==> src/rtl/tbt_pkg.sv <==
package tbt_pkg;
  typedef enum logic [1:0] {
    ADDR_CTRL = 2'd0,
    ADDR_PSC  = 2'd1,
    ADDR_ARR  = 2'd2,
    ADDR_STAT = 2'd3
  } tbt_addr_e;

  localparam int unsigned CTRL_CEN  = 0;
  localparam int unsigned CTRL_UDIS = 1;
  localparam int unsigned CTRL_UG   = 2;
  localparam int unsigned STAT_UIF  = 0;
endpackage

==> src/rtl/tbt_regs.sv <==
module tbt_regs import tbt_pkg::*; #(
  parameter int unsigned W = 16,
  parameter logic [W-1:0] ARR_RST = {W{1'b1}}
) (
  input  logic         clk_i,
  input  logic         rst_ni,
  input  logic         wr_en_i,
  input  logic [1:0]   wr_addr_i,
  input  logic [W-1:0] wr_data_i,
  input  logic         upd_ev_i,
  output logic         cen_o,
  output logic         udis_o,
  output logic         ug_o,
  output logic [W-1:0] psc_pre_o,
  output logic [W-1:0] arr_pre_o,
  output logic         uif_o
);
  logic wr_ctrl, wr_psc, wr_arr, wr_stat;
  assign wr_ctrl = wr_en_i && (wr_addr_i == ADDR_CTRL);
  assign wr_psc  = wr_en_i && (wr_addr_i == ADDR_PSC);
  assign wr_arr  = wr_en_i && (wr_addr_i == ADDR_ARR);
  assign wr_stat = wr_en_i && (wr_addr_i == ADDR_STAT);

  always_ff @(posedge clk_i or negedge rst_ni) begin
    if (!rst_ni) begin
      cen_o     <= 1'b0;
      udis_o    <= 1'b0;
      ug_o      <= 1'b0;
      psc_pre_o <= '0;
      arr_pre_o <= ARR_RST;
      uif_o     <= 1'b0;
    end else begin
      if (wr_ctrl) begin
        cen_o  <= wr_data_i[CTRL_CEN];
        udis_o <= wr_data_i[CTRL_UDIS];
      end
      // update-generate lives one cycle only
      ug_o <= wr_ctrl && wr_data_i[CTRL_UG];
      if (wr_psc) psc_pre_o <= wr_data_i;
      if (wr_arr) arr_pre_o <= wr_data_i;
      if (upd_ev_i) uif_o <= 1'b1;
      else if (wr_stat && !wr_data_i[STAT_UIF]) uif_o <= 1'b0;
    end
  end
endmodule

==> src/rtl/tbt_prescaler.sv <==
module tbt_prescaler #(
  parameter int unsigned W = 16
) (
  input  logic         clk_i,
  input  logic         rst_ni,
  input  logic         cen_i,
  input  logic         reinit_i,
  input  logic [W-1:0] psc_i,
  output logic         tick_o
);
  logic [W-1:0] pc_q;

  assign tick_o = cen_i && (pc_q == psc_i);

  always_ff @(posedge clk_i or negedge rst_ni) begin
    if (!rst_ni)      pc_q <= '0;
    else if (reinit_i) pc_q <= '0;
    else if (tick_o)   pc_q <= '0;
    else if (cen_i)    pc_q <= pc_q + 1'b1;
  end
endmodule

==> src/rtl/tbt_counter.sv <==
module tbt_counter #(
  parameter int unsigned W = 16
) (
  input  logic         clk_i,
  input  logic         rst_ni,
  input  logic         tick_i,
  input  logic         reinit_i,
  input  logic [W-1:0] arr_i,
  output logic         ovf_o,
  output logic [W-1:0] cnt_o
);
  assign ovf_o = tick_i && (cnt_o == arr_i);

  always_ff @(posedge clk_i or negedge rst_ni) begin
    if (!rst_ni)       cnt_o <= '0;
    else if (reinit_i) cnt_o <= '0;
    else if (ovf_o)    cnt_o <= '0;
    else if (tick_i)   cnt_o <= cnt_o + 1'b1;
  end
endmodule

==> src/rtl/tbt_shadow.sv <==
module tbt_shadow #(
  parameter int unsigned W = 16,
  parameter logic [W-1:0] RST_VAL = '0
) (
  input  logic         clk_i,
  input  logic         rst_ni,
  input  logic         load_i,
  input  logic [W-1:0] pre_i,
  output logic [W-1:0] act_o
);
  always_ff @(posedge clk_i or negedge rst_ni) begin
    if (!rst_ni)     act_o <= RST_VAL;
    else if (load_i) act_o <= pre_i;
  end
endmodule

==> src/rtl/tbt_timebase.sv <==
module tbt_timebase #(
  parameter int unsigned W = 16,
  parameter logic [W-1:0] ARR_RST = {W{1'b1}}
) (
  input  logic         clk_i,
  input  logic         rst_ni,
  input  logic         wr_en_i,
  input  logic [1:0]   wr_addr_i,
  input  logic [W-1:0] wr_data_i,
  input  logic         slv_rst_i,
  output logic [W-1:0] cnt_o,
  output logic [W-1:0] psc_act_o,
  output logic [W-1:0] arr_act_o,
  output logic         trgo_o,
  output logic         uif_o
);
  localparam int unsigned NSHD = 2;

  logic         cen, udis, ug_q, tick, ovf, reinit, upd_ev;
  logic [W-1:0] psc_pre, arr_pre;
  logic [W-1:0] pre_v [NSHD];
  logic [W-1:0] act_v [NSHD];

  assign reinit = ug_q || slv_rst_i;
  assign upd_ev = !udis && (ovf || reinit);

  tbt_regs #(.W(W), .ARR_RST(ARR_RST)) u_regs (
    .clk_i, .rst_ni, .wr_en_i, .wr_addr_i, .wr_data_i,
    .upd_ev_i(upd_ev), .cen_o(cen), .udis_o(udis), .ug_o(ug_q),
    .psc_pre_o(psc_pre), .arr_pre_o(arr_pre), .uif_o(uif_o)
  );

  assign pre_v[0] = psc_pre;
  assign pre_v[1] = arr_pre;

  for (genvar i = 0; i < NSHD; i++) begin : g_shd
    localparam logic [W-1:0] RV = (i == 1) ? ARR_RST : '0;
    tbt_shadow #(.W(W), .RST_VAL(RV)) u_shd (
      .clk_i, .rst_ni, .load_i(upd_ev), .pre_i(pre_v[i]), .act_o(act_v[i])
    );
  end

  assign psc_act_o = act_v[0];
  assign arr_act_o = act_v[1];

  tbt_prescaler #(.W(W)) u_psc (
    .clk_i, .rst_ni, .cen_i(cen), .reinit_i(reinit),
    .psc_i(psc_act_o), .tick_o(tick)
  );

  tbt_counter #(.W(W)) u_cnt (
    .clk_i, .rst_ni, .tick_i(tick), .reinit_i(reinit),
    .arr_i(arr_act_o), .ovf_o(ovf), .cnt_o(cnt_o)
  );

  always_ff @(posedge clk_i or negedge rst_ni) begin
    if (!rst_ni) trgo_o <= 1'b0;
    else         trgo_o <= upd_ev;
  end
endmodule

==> config.mk <==
export PLATFORM = sky130hd
export DESIGN_NAME = tbt_timebase
export DESIGN_NICKNAME = d
export VERILOG_FILES = /design/src/rtl/tbt_pkg.sv /design/src/rtl/tbt_regs.sv /design/src/rtl/tbt_prescaler.sv /design/src/rtl/tbt_counter.sv /design/src/rtl/tbt_shadow.sv /design/src/rtl/tbt_timebase.sv
export SDC_FILE = /design/constraint.sdc
export NUM_CORES = 1
export LEC_CHECK = 0
export BUFFER_PORTS_ARGS = -buffer_cell sky130_fd_sc_hd__buf_2
export CORE_ASPECT_RATIO = 1.4
export CORE_MARGIN = 1.5
export CORE_UTILIZATION = 50
export CTS_BUF_LIST = sky130_fd_sc_hd__clkbuf_16
export DETAILED_ROUTE_END_ITERATION = 7
export PLACE_DENSITY = 0.75
export SYNTH_ARGS = -nofsm -noshare
export SYNTH_HDL_FRONTEND = slang
export SYNTH_SLANG_ARGS = --single-unit
==> constraint.sdc <==
create_clock -name clk_i -period 3.9 [get_ports clk_i]
set_clock_uncertainty 0.05 [all_clocks]
set_input_delay 0.78 -clock clk_i [delete_from_list [all_inputs] [get_ports clk_i]]
set_output_delay 0.78 -clock clk_i [all_outputs]
set_load 0.05 [all_outputs]
==> qor.csv, run 1 <==
stage,metric,value,unit
floorplan,FP Rows,47,
cells_and_area,post-route design area,0.00669,mm^2
synth,Post-Syn Area,0.00601,mm^2
placement,Inst Count DP,811,
setup_path,WS Path Type,flip-flop to flip-flop,
routing,initial DRC count,353,
clocking,Clock Sinks,101,
flow_run,Max Cap Violations,0,
run_status,status,completed,
sta,final critical-path required period,2.99,ns
cells_and_area,nets,699,
synth,#FFs+latches synth,101,
setup_path,Worst path max stage delay,0.72,ns
sta,FMAX,334,MHz
setup_path,Worst Path Required,4.13,ns
sta,Sum Neg Setup Slack,0,ns
routing,post-route ant nets,0,
sta,final setup margin,0.906,ns
floorplan,initial core utilization,51.1,%
clocking,root buf cell,clkbuf_16,
cells_and_area,ANT cells,0,
sta,Final period util,76.8,%
setup_path,signal arrival time at the worst endpoint,3.23,ns
sta,Slew Limit Fails,0,
pwr,LEAKAGE,2.65,nW
synth,ys flop type,dfrtp_1,
clocking,CTS Buffer Depth,2,
cells_and_area,Layout fillers,1038,
synth,"top cells by area, synth","dfrtp_1 29%, dfstp_2 14%, nand2_1 7.6%, mux2_2 6.4%, o211ai_1 5.4%",
placement,HPWL Detailed,11100,um
floorplan,Die W,95.6,um
pwr,overall power,3.38,mW
floorplan,number of top-level pins,72,
routing,1st-pass router iterations,6,
setup_path,crit path launch type,flip-flop,
cells_and_area,area grow syn2layout,11.3,%
cells_and_area,share of layout cells above drive strength 1,24.9,%
routing,Post-Route WL,15800,um
synth,Mapped Avg Cell Area,9.46,um^2
synth,Syn Nets,659,
synth,Synth Instances,635,
setup_path,CP Capture Type,flip-flop,
sta,count of final hold-check violations,0,
sta,Slew @ Worst Pin,0.820,ns
placement,DP Area,0.00640,mm^2
synth,ys async rst share,100,%
grt,initial antenna violation count,0,
synth,sequential fraction of the synthesis area,42.7,%
clocking,Clock Latency Late Sink,0.35,ns
routing,drt via density,6.27,
grt,GRT Overall Usage,26.3,%
grt,first-pass GRT wire length,25900,um
synth,"EDFF count, synth",0,
floorplan,Core Area,0.0118,mm^2
synth,Yosys Warn Count,0,
clocking,CTS buffer count,9,
routing,via count,5186,
sta,RSZ-0062 raised after global routing,no,
floorplan,Die Footprint,0.0127,mm^2
pwr,VDD IR-drop max,276,uV
clocking,Post-CTS Repair Setup Buffers,0,
clocking,H-tree Lvls,3,
setup_path,"slowest stage cell, crit path",or4_1,
clocking,CTS tree,built,
worst_hold_path,worst min path class,flip-flop to flip-flop,
sta,Setup Viol. Count Final,0,
grt,pin count of the biggest net entering global routing,72,
grt,vias in the first global route,4975,
synth,post-synth top area cell,dfrtp_1,
synth,"Distinct cells, synth",52,
grt,gr ovfl total,0,
clocking,Hold Buf Count CTS,0,
setup_path,crit-path max FO,46,
sta,Slew HR,45.2,%
routing,DRC viols,0,
setup_path,worst-path cell chain,xor2_1 > or4b_4 > or4_1 > nor2_8 > a311o_1,
pwr,Cell Pwr Density,506,mW/mm^2
routing,routed len/inst,19.1,um
placement,PortBufs,71,
clocking,PostCTS Resize Cnt,0,
placement,gpl congestion,0.875,
synth,share of Yosys cell area claimed by the top area cell type,28.7,%
placement,pre-CTS setup slack,0.948,ns
floorplan,Chip Height,133,um
cells_and_area,Post-Layout Cell Count,827,
clocking,"Reg clk slew, reported paths",0.07,ns
[power breakdown]
part / switching (mW) / internal [mW]
Combinational: 0.670 / 0.363
Clock: 0.393 / 0.491
Sequential: 0.204 / 1.26
[kinds of logic (layout without fill, tap and decap cells)]
| kind of cell | count (synthesis) | in the layout | synth area share (%) |
|---|---|---|---|
| XOR/XNOR | 43 | 43 | 6.27 |
| AND/OR/NAND/NOR | 257 | 257 | 21.8 |
| buffers and inverters | 53 | 98 | 4.23 |
| multiplexers | 34 | 34 | 6.37 |
| adder cells (fa/ha/maj) | 2 | 2 | 0.416 |
| AO/OA/AOI/OAI | 145 | 145 | 18.2 |
| flip-flops | 101 | 101 | 42.7 |
[metal layers]
metal	GRT usage, %	vias up	routed length [um]	part of all wire (%)
met5	0	-	0	0
met1	35.2	2536	6430	41
met4	10.8	0	499	3.2
met3	4.20	40	858	5.4
met2	41.9	200	7990	51
li1	-	2410	-	-
[worst max-delay path: cells and delay by family, from the launching register on]
kind,cells,cell delay (ns)
simple gates,3,1.93
compound gates,1,0.29
flops,1,0.45
xor+xnor,1,0.19
[cell usage in the layout (no fill, tap or decap), drive strengths merged, types with 6 or more instances in the layout]
cell type  instances
dfstp             32
clkbuf             9
nor3              21
or3                9
a211oi             8
nor4              10
inv                6
o211ai            43
mux2              34
o22ai              6
a311o             32
nor2              10
a32o               6
nor2b             32
buf               80
dfrtp             69
xor2              28
nand4             11
nand2            122
xnor2             15
a21oi             37
nand3             11
[worst paths after layout]
kind / start / end / slack (ns) / cells after the start
max in group asynchronous: rst_ni / g_shd[1].u_shd.act_o[7] / 2.56 / 2
min in group asynchronous: rst_ni / u_cnt.cnt_o[3] / 0.48 / 1
setup / recovery: u_psc.pc_q[5] / g_shd[1].u_shd.act_o[11] / 0.91 / 5
hold / removal: u_regs.psc_pre_o[9] / u_regs.psc_pre_o[9] / 0.45 / 1
setup reg to reg: u_psc.pc_q[5] / g_shd[1].u_shd.act_o[11] / 0.91 / 5
hold reg to reg: u_regs.psc_pre_o[9] / u_regs.psc_pre_o[9] / 0.45 / 1
[synthesized netlist by cell type, drive strengths merged, types with 11 or more instances]
| cell | instances |
|---|---|
| dfrtp | 69 |
| nor2b | 32 |
| o211ai | 43 |
| buf | 12 |
| a21oi | 37 |
| dfstp | 32 |
| nor3 | 21 |
| a311o | 32 |
| mux2 | 34 |
| nand4 | 11 |
| nand3 | 11 |
| nand2 | 122 |
| clkbuf | 39 |
| xnor2 | 15 |
| xor2 | 28 |
[stage by stage]
| stage | utilization [%] | hold slack, ns |
|---|---|---|
| after floorplan | - | 0.421 |
| after CTS | 56.9 | 0.452 |
| final | 56.9 | 0.448 |
| after detailed placement | 54.4 | 0.435 |
| after global routing | 56.9 | 0.479 |
| after global placement | 54.4 | 0.434 |
[flip-flops by register name, summed over array words and instances, names as in the netlist]
name,flops
g_shd.u_shd.act_o,32
u_cnt.cnt_o,16
u_psc.pc_q,16
u_regs.arr_pre_o,16
u_regs.psc_pre_o,16
trgo_o,1
u_regs.cen_o,1
u_regs.udis_o,1
u_regs.ug_o,1
u_regs.uif_o,1
[area by class of cell]
type / instances / area, um^2 / share of cell area (%)
clock buffers: 9 / 225 / 3.37
clock inverters: 7 / 58.8 / 0.879
inverters: 2 / 7.51 / 0.112
multi-input cells: 481 / 3200 / 47.9
flip-flops and latches: 101 / 2570 / 38.4
well taps: 147 / 184 / 2.75
repair buffers: 80 / 438 / 6.55
Note: power is estimated with default switching activity, not from simulation.
==> run 2, diff against run 1 <==
Settings changed: ABC_AREA set to 1, PLACE_DENSITY 0.75 to 0.79.
Clock period 3.9 ns to 2.4 ns, I/O delays scaled along.
==> run 2 against run 1 <==
Effect of this change: fmax grew 44%; via count decreased by 10%; core utilization grew 1.2 points; global-route usage decreased by 2.3 points; hold slack got worse by 0.41 ns; final area shrank 10%; non-clock buffer count fell by 3; power increased by 62%.
==> qor.csv, run 2 <==
stage,metric,value,unit,change
synth,sequential fraction of the synthesis area,48.6,%,+5.9 points
routing,post-route ant nets,0,,unchanged
setup_path,CP Capture Type,flip-flop,,
grt,initial antenna violation count,0,,unchanged
setup_path,crit-path max FO,34,,-26%
synth,Synth Instances,697,,+9.8%
worst_hold_path,worst min path class,primary input to async pin,,
clocking,root buf cell,clkbuf_16,,
setup_path,"most used cell, CP",nand2_1,,
pwr,overall power,5.49,mW,+62%
grt,pin count of the biggest net entering global routing,66,,-8.3%
floorplan,initial core utilization,51.0,%,-0.094 points
routing,via count,4646,,-10%
synth,Yosys Warn Count,0,,unchanged
setup_path,signal arrival time at the worst endpoint,2.27,ns,-0.96 ns
clocking,Hold Buf Count CTS,0,,unchanged
pwr,Clk pwr share,24.6,%,-1.5 points
clocking,Clock Latency Late Sink,0.34,ns,about the same
placement,DP Area,0.00574,mm^2,-10%
grt,first-pass GRT wire length,21500,um,-17%
sta,RSZ-0062 raised after global routing,no,,
setup_path,Reg2Reg Setup Slack,0.31,ns,-0.59 ns
cells_and_area,final core utilization,58.1,%,+1.2 points
flow_run,Max Cap Violations,0,,unchanged
synth,"EDFF count, synth",0,,unchanged
grt,M1 GR Usage,31.6,%,-3.5 points
sta,final setup margin,0.315,ns,-0.591 ns
routing,drt via density,5.13,,-18%
setup_path,Worst path max stage delay,0.43,ns,-0.29 ns
routing,initial DRC count,352,,-0.28%
pwr,NetSw,2.25,mW,+78%
synth,post-synth top area cell,dfrtp_1,,
synth,"Distinct cells, synth",28,,-46%
cells_and_area,Biggest register,g_shd.u_shd.act_o,,
synth,Post-Syn Area,0.00528,mm^2,-12%
floorplan,Die W,89.8,um,-6.1%
routing,DRC viols,0,,unchanged
synth,Mapped Avg Cell Area,7.57,um^2,-20%
synth,ys flop type,dfrtp_1,,
grt,GRT Max-Usage Layer,met2,,
synth,Post-synth top cells,"256 x nand2_1, 80 x inv_1, 69 x dfrtp_1",,
sta,Setup Viol. Count Final,0,,unchanged
pwr,combinational power share,32.3,%,+1.8 points
cells_and_area,Layout fillers,996,,-4.0%
sta,Slew HR,66.4,%,+21 points
cells_and_area,area grow syn2layout,13.9,%,
cells_and_area,share of layout cells above drive strength 1,18.0,%,-6.9 points
cells_and_area,"most common cell after layout, fill and taps aside",nand2_1,,
setup_path,crit path launch type,flip-flop,,
cells_and_area,nets,787,,+13%
pwr,sequential power share,43.1,%,-0.2 points
setup_path,worst-path cell chain,inv_1 > nand2_1 > nand2_1 > nor2_1 > nand2_1 > nor2_1 > nand3_2 > nand2_4 > nand3_4 > nand2_1 > nand2_1,,
grt,M3 GR Usage,3.05,%,-1.1 points
cells_and_area,post-route design area,0.00601,mm^2,-10%
sta,count of final hold-check violations,0,,unchanged
floorplan,FP Rows,44,,-6.4%
setup_path,R2R depth,11,,+6
grt,gr ovfl total,0,,unchanged
clocking,H-tree Lvls,3,,unchanged
synth,share of Yosys cell area claimed by the top area cell type,32.7,%,+4.0 points
run_status,status,completed,,
placement,HPWL Detailed,9640,um,-13%
floorplan,number of top-level pins,72,,unchanged
clocking,CTS Buffer Depth,2,,unchanged
placement,gpl congestion,0.946,,+8.1%
grt,met2 usage,40.5,%,-1.4 points
pwr,Cell Pwr Density,913,mW/mm^2,+81%
cells_and_area,"commonest non-fill, non-tap cells in the layout","256 x nand2_1, 82 x inv_1, 70 x buf_2, 69 x dfrtp_1, 64 x nor2_1",,
setup_path,"slowest stage cell, crit path",dfrtp_1,,
clocking,CTS buffer count,9,,unchanged
clocking,CTS tree,built,,
floorplan,Die Footprint,0.0112,mm^2,-12%
synth,"top cells by area, synth","dfrtp_1 33%, nand2_1 18%, dfstp_2 16%, inv_1 5.7%, nand4_1 5.1%",,
pwr,LEAKAGE,3.12,nW,+18%
clocking,"Reg clk slew, reported paths",0.07,ns,about the same
pwr,Pint,3.24,mW,+53%
clocking,Clock Sinks,101,,unchanged
pwr,VDD IR-drop max,393,uV,+43%
floorplan,Chip Height,125,um,-6.1%
synth,ys async rst share,100,%,unchanged
floorplan,Core Area,0.0103,mm^2,-12%
placement,pre-CTS setup slack,0.352,ns,-0.596 ns
sta,Final period util,86.9,%,+10 points
setup_path,WS Path Type,flip-flop to flip-flop,,
placement,PortBufs,71,,unchanged
pwr,sw frac,41.0,%,+3.5 points
sta,Sum Neg Setup Slack,0,ns,unchanged
sta,Slew @ Worst Pin,0.504,ns,-0.316 ns
grt,vias in the first global route,4352,,-13%
synth,#FFs+latches synth,101,,unchanged
routing,1st-pass router iterations,8,,+2
cells_and_area,max FFs per register,32,,unchanged
clocking,Post-CTS Repair Setup Buffers,0,,unchanged
clocking,PostCTS Resize Cnt,0,,unchanged
sta,final critical-path required period,2.09,ns,-0.909 ns
routing,routed len/inst,14.3,um,-25%
setup_path,FF-to-FF End,g_shd[0].u_shd.act_o[15],,
grt,GRT Overall Usage,24.0,%,-2.3 points
setup_path,Crit Reg-Reg Startpoint,g_shd[0].u_shd.act_o[9],,
synth,most common cell in the synthesized netlist,nand2_1,,
synth,Syn Nets,721,,+9.4%
sta,Slew Limit Fails,0,,unchanged
routing,Post-Route WL,13000,um,-18%
sta,FMAX,480,MHz,+44%
cells_and_area,ANT cells,0,,unchanged
setup_path,Worst Path Required,2.58,ns,-1.55 ns
[run 2: cells by family (layout without fill, tap and decap cells)]
logic type / count (synthesis) / count (layout) / synth area share [%]
fa+ha+maj: 2 / 2 / 0.474
flops: 101 / 101 / 48.6
buf+inv: 109 / 180 / 8.75
simple gates: 401 / 401 / 32.3
xor+xnor: 26 / 26 / 4.31
compound gates: 58 / 58 / 5.50
[run 2: worst max-delay path by stage]
stage	start	endpoint	slack [ns]	depth (start not counted)
floorplan	u_cnt.cnt_o[1]	u_cnt.cnt_o[12]	0.44	11
CTS	u_psc.pc_q[14]	g_shd[0].u_shd.act_o[1]	0.33	10
global placement	u_psc.pc_q[14]	g_shd[0].u_shd.act_o[5]	0.38	10
detailed placement	u_psc.pc_q[7]	g_shd[0].u_shd.act_o[1]	0.35	11
finish	g_shd[0].u_shd.act_o[9]	g_shd[0].u_shd.act_o[15]	0.31	11
global route	u_psc.pc_q[14]	g_shd[0].u_shd.act_o[5]	0.10	11
[run 2: power groups by stage]
| stage | Combinational, mW | Sequential [mW] | Clock [mW] |
|---|---|---|---|
| global placement | 1.75 | 2.38 | 0 |
| floorplan | 0.750 | 2.92 | 0 |
| CTS | 1.78 | 2.36 | 1.37 |
| detailed placement | 1.77 | 2.39 | 0 |
| global route | 1.96 | 2.40 | 1.43 |
| finish | 1.77 | 2.37 | 1.35 |
[run 2: worst max-delay path, delay by kind of cell (launching register included)]
kind | cells | cell delay [ns]
flops | 1 | 0.43
buf+inv | 1 | 0.06
simple gates | 10 | 1.43
[run 2: metrics by stage]
stage / hold slack, ns / cells
2_1_floorplan: 0.134 / 697
3_3_place_gp: 0.416 / 890
3_5_place_dp: 0.424 / 890
4_1_cts: 0.0676 / 906
5_1_grt: 0.0706 / 906
6_report: 0.0429 / 906
[run 2: area by class of cell]
class / count / area [um^2] / area share, %
Sequential cell: 101 / 2570 / 42.7
Multi-Input combinational cell: 487 / 2250 / 37.4
Timing Repair Buffer: 77 / 428 / 7.12
Inverter: 87 / 327 / 5.43
Clock buffer: 9 / 225 / 3.75
Tap cell: 138 / 173 / 2.87
Clock inverter: 7 / 42.5 / 0.708
[run 2: metal layers]
| layer | vias to the layer above | share of wire (%) |
|---|---|---|
| met5 | - | 0 |
| met4 | 0 | 2.5 |
| met3 | 24 | 3.7 |
| met2 | 128 | 50 |
| met1 | 2185 | 43 |
| li1 | 2309 | - |
==> run 3, diff against run 2 <==
Settings changed: CORE_UTILIZATION 50 to 40, PLACE_DENSITY 0.79 to 0.66.
==> run 3 against run 2 <==
Effect of this change: global-route usage is 3.3 points lower; sequential power about the same; via count decreased by 1.9%; sequential share of layout area fell by 0.59 points; core utilization is 11 points lower; clock power up 9%; critical path type unchanged; largest cell class unchanged.
==> qor.csv, run 3 (synthesis results as in run 2) <==
stage,metric,value,unit,change
grt,pin count of the biggest net entering global routing,41,,-38%
placement,pre-CTS setup slack,0.248,ns,-0.105 ns
setup_path,crit-path max FO,34,,unchanged
cells_and_area,"commonest non-fill, non-tap cells in the layout","256 x nand2_1, 81 x inv_1, 70 x buf_2, 69 x dfrtp_1, 64 x nor2_1",,
clocking,H-tree Lvls,3,,unchanged
cells_and_area,Post-Layout Cell Count,925,,+2.1%
routing,DRC viols,0,,unchanged
routing,routed len/inst,14.8,um,+3.4%
cells_and_area,nets,791,,+0.51%
grt,GRT Overall Usage,20.6,%,-3.3 points
setup_path,Worst path max stage delay,0.59,ns,+0.16 ns
floorplan,Die W,100,um,+11%
placement,HPWL Detailed,10300,um,+6.5%
grt,vias in the first global route,4415,,+1.4%
clocking,Post-CTS Repair Setup Buffers,0,,unchanged
sta,Slew @ Worst Pin,0.560,ns,+0.0559 ns
grt,initial antenna violation count,0,,unchanged
setup_path,Worst Path Required,2.58,ns,about the same
pwr,Cell Pwr Density,921,mW/mm^2,+0.88%
routing,post-route ant nets,0,,unchanged
setup_path,worst-path cell chain,inv_1 > nand2_1 > nand2_1 > nor3_1 > nand2_1 > nor2_1 > nand2_2 > nand2_4 > nand3_4 > nand2_1 > nand2_1,,
placement,PortBufs,71,,unchanged
pwr,LEAKAGE,3.15,nW,+1.0%
setup_path,CP top delay family,simple AND/OR/NAND/NOR gates,,
sta,hold slack final,0.0744,ns,+0.0315 ns
placement,Inst Count DP,909,,+2.1%
sta,Final period util,89.3,%,+2.5 points
clocking,CTS tree,built,,
grt,first-pass GRT wire length,22600,um,+5.5%
sta,Sum Neg Setup Slack,0,ns,unchanged
sta,final critical-path required period,2.14,ns,+0.0590 ns
routing,drt via density,4.93,,-3.9%
sta,Setup Viol. Count Final,0,,unchanged
floorplan,Core Area,0.0129,mm^2,+24%
floorplan,Die Footprint,0.0139,mm^2,+24%
clocking,root buf cell,clkbuf_16,,
routing,via count,4559,,-1.9%
floorplan,number of top-level pins,72,,unchanged
cells_and_area,Biggest register,g_shd.u_shd.act_o,,
worst_hold_path,worst min path class,primary input to async pin,,
routing,1st-pass router iterations,4,,-4
clocking,CTS Buffer Depth,2,,unchanged
cells_and_area,max FFs per register,32,,unchanged
clocking,"Reg clk slew, reported paths",0.07,ns,about the same
setup_path,R2R depth,11,,unchanged
setup_path,crit path launch type,flip-flop,,
setup_path,WS Path Type,flip-flop to flip-flop,,
sta,final setup margin,0.256,ns,-0.0590 ns
clocking,Clock Sinks,101,,unchanged
routing,Post-Route WL,13700,um,+5.5%
setup_path,"slowest stage cell, crit path",dfstp_2,,
setup_path,"most used cell, CP",nand2_1,,
cells_and_area,"most common cell after layout, fill and taps aside",nand2_1,,
grt,gr ovfl total,0,,unchanged
pwr,VDD IR-drop max,390,uV,-0.93%
flow_run,Max Cap Violations,0,,unchanged
cells_and_area,ANT cells,0,,unchanged
pwr,overall power,5.62,mW,+2.3%
clocking,Hold Buf Count CTS,0,,unchanged
floorplan,Chip Height,139,um,+12%
placement,gpl congestion,0.884,,-6.5%
floorplan,initial core utilization,41.0,%,-10 points
setup_path,critical path depth in cells,11,,unchanged
clocking,PostCTS Resize Cnt,0,,unchanged
clocking,CTS buffer count,9,,unchanged
sta,Slew HR,62.4,%,-4.0 points
setup_path,CP Capture Type,flip-flop,,
routing,initial DRC count,186,,-47%
sta,Slew Limit Fails,0,,unchanged
setup_path,WP buf/inv,1,,unchanged
sta,FMAX,466,MHz,-2.8%
cells_and_area,share of layout cells above drive strength 1,18.4,%,+0.43 points
run_status,status,completed,,
setup_path,signal arrival time at the worst endpoint,2.33,ns,+0.06 ns
sta,count of final hold-check violations,0,,unchanged
cells_and_area,area grow syn2layout,15.5,%,
floorplan,FP Rows,49,,+11%
sta,RSZ-0062 raised after global routing,no,,
clocking,Clock Latency Late Sink,0.35,ns,about the same
## run 3: cell count changes in the layout (fill, tap and decap cells not counted)
cell | previous run | this run
buf_4 | 5 | 9
clkinv_1 | 1 | 2
inv_1 | 82 | 81
clkinv_4 | 1 | 0
inv_4 | 2 | 1
clkbuf_16 | 9 | 11
## run 3: worst paths after layout
check | start | endpoint | slack, ns
setup / recovery | g_shd[1].u_shd.act_o[2] | g_shd[0].u_shd.act_o[8] | 0.26
hold / removal | rst_ni | u_psc.pc_q[15] | 0.07
setup reg to reg | g_shd[1].u_shd.act_o[2] | g_shd[0].u_shd.act_o[8] | 0.26
hold reg to reg | g_shd[1].u_shd.act_o[11] | g_shd[1].u_shd.act_o[11] | 0.44
max in group asynchronous | rst_ni | u_regs.arr_pre_o[13] | 1.53
min in group clk_i | wr_data_i[0] | u_regs.uif_o | 0.34
## run 3: metrics by stage
step,util [%],instance area (um^2)
after CTS,47.3,6090
after global routing,47.3,6090
after global placement,45.0,5790
after floorplan,-,5280
after detailed placement,45.0,5790
final,47.3,6090
## run 3: metal layers
| metal | GRT usage, % | wire length [um] | share of wire, % |
|---|---|---|---|
| met5 | 0 | 0 | 0 |
| met4 | 7.41 | 274 | 2.0 |
| met3 | 2.97 | 401 | 2.9 |
| met2 | 34.4 | 6940 | 51 |
| met1 | 27.2 | 6070 | 44 |
## run 3: where the power goes
| group | total, mW | internal [mW] | switching [mW] |
|---|---|---|---|
| registers | 2.36 | 2.07 | 0.288 |
| logic | 1.79 | 0.475 | 1.31 |
| clock network | 1.47 | 0.826 | 0.647 |
## run 3: cell type report
class | count | area, um^2
Timing Repair Buffer | 81 | 458
Clock buffer | 11 | 275
Tap cell | 153 | 191
Fill cell | 1292 | 6780
Clock inverter | 5 | 27.5
Multi-Input combinational cell | 487 | 2250
Inverter | 87 | 327
Sequential cell | 101 | 2570
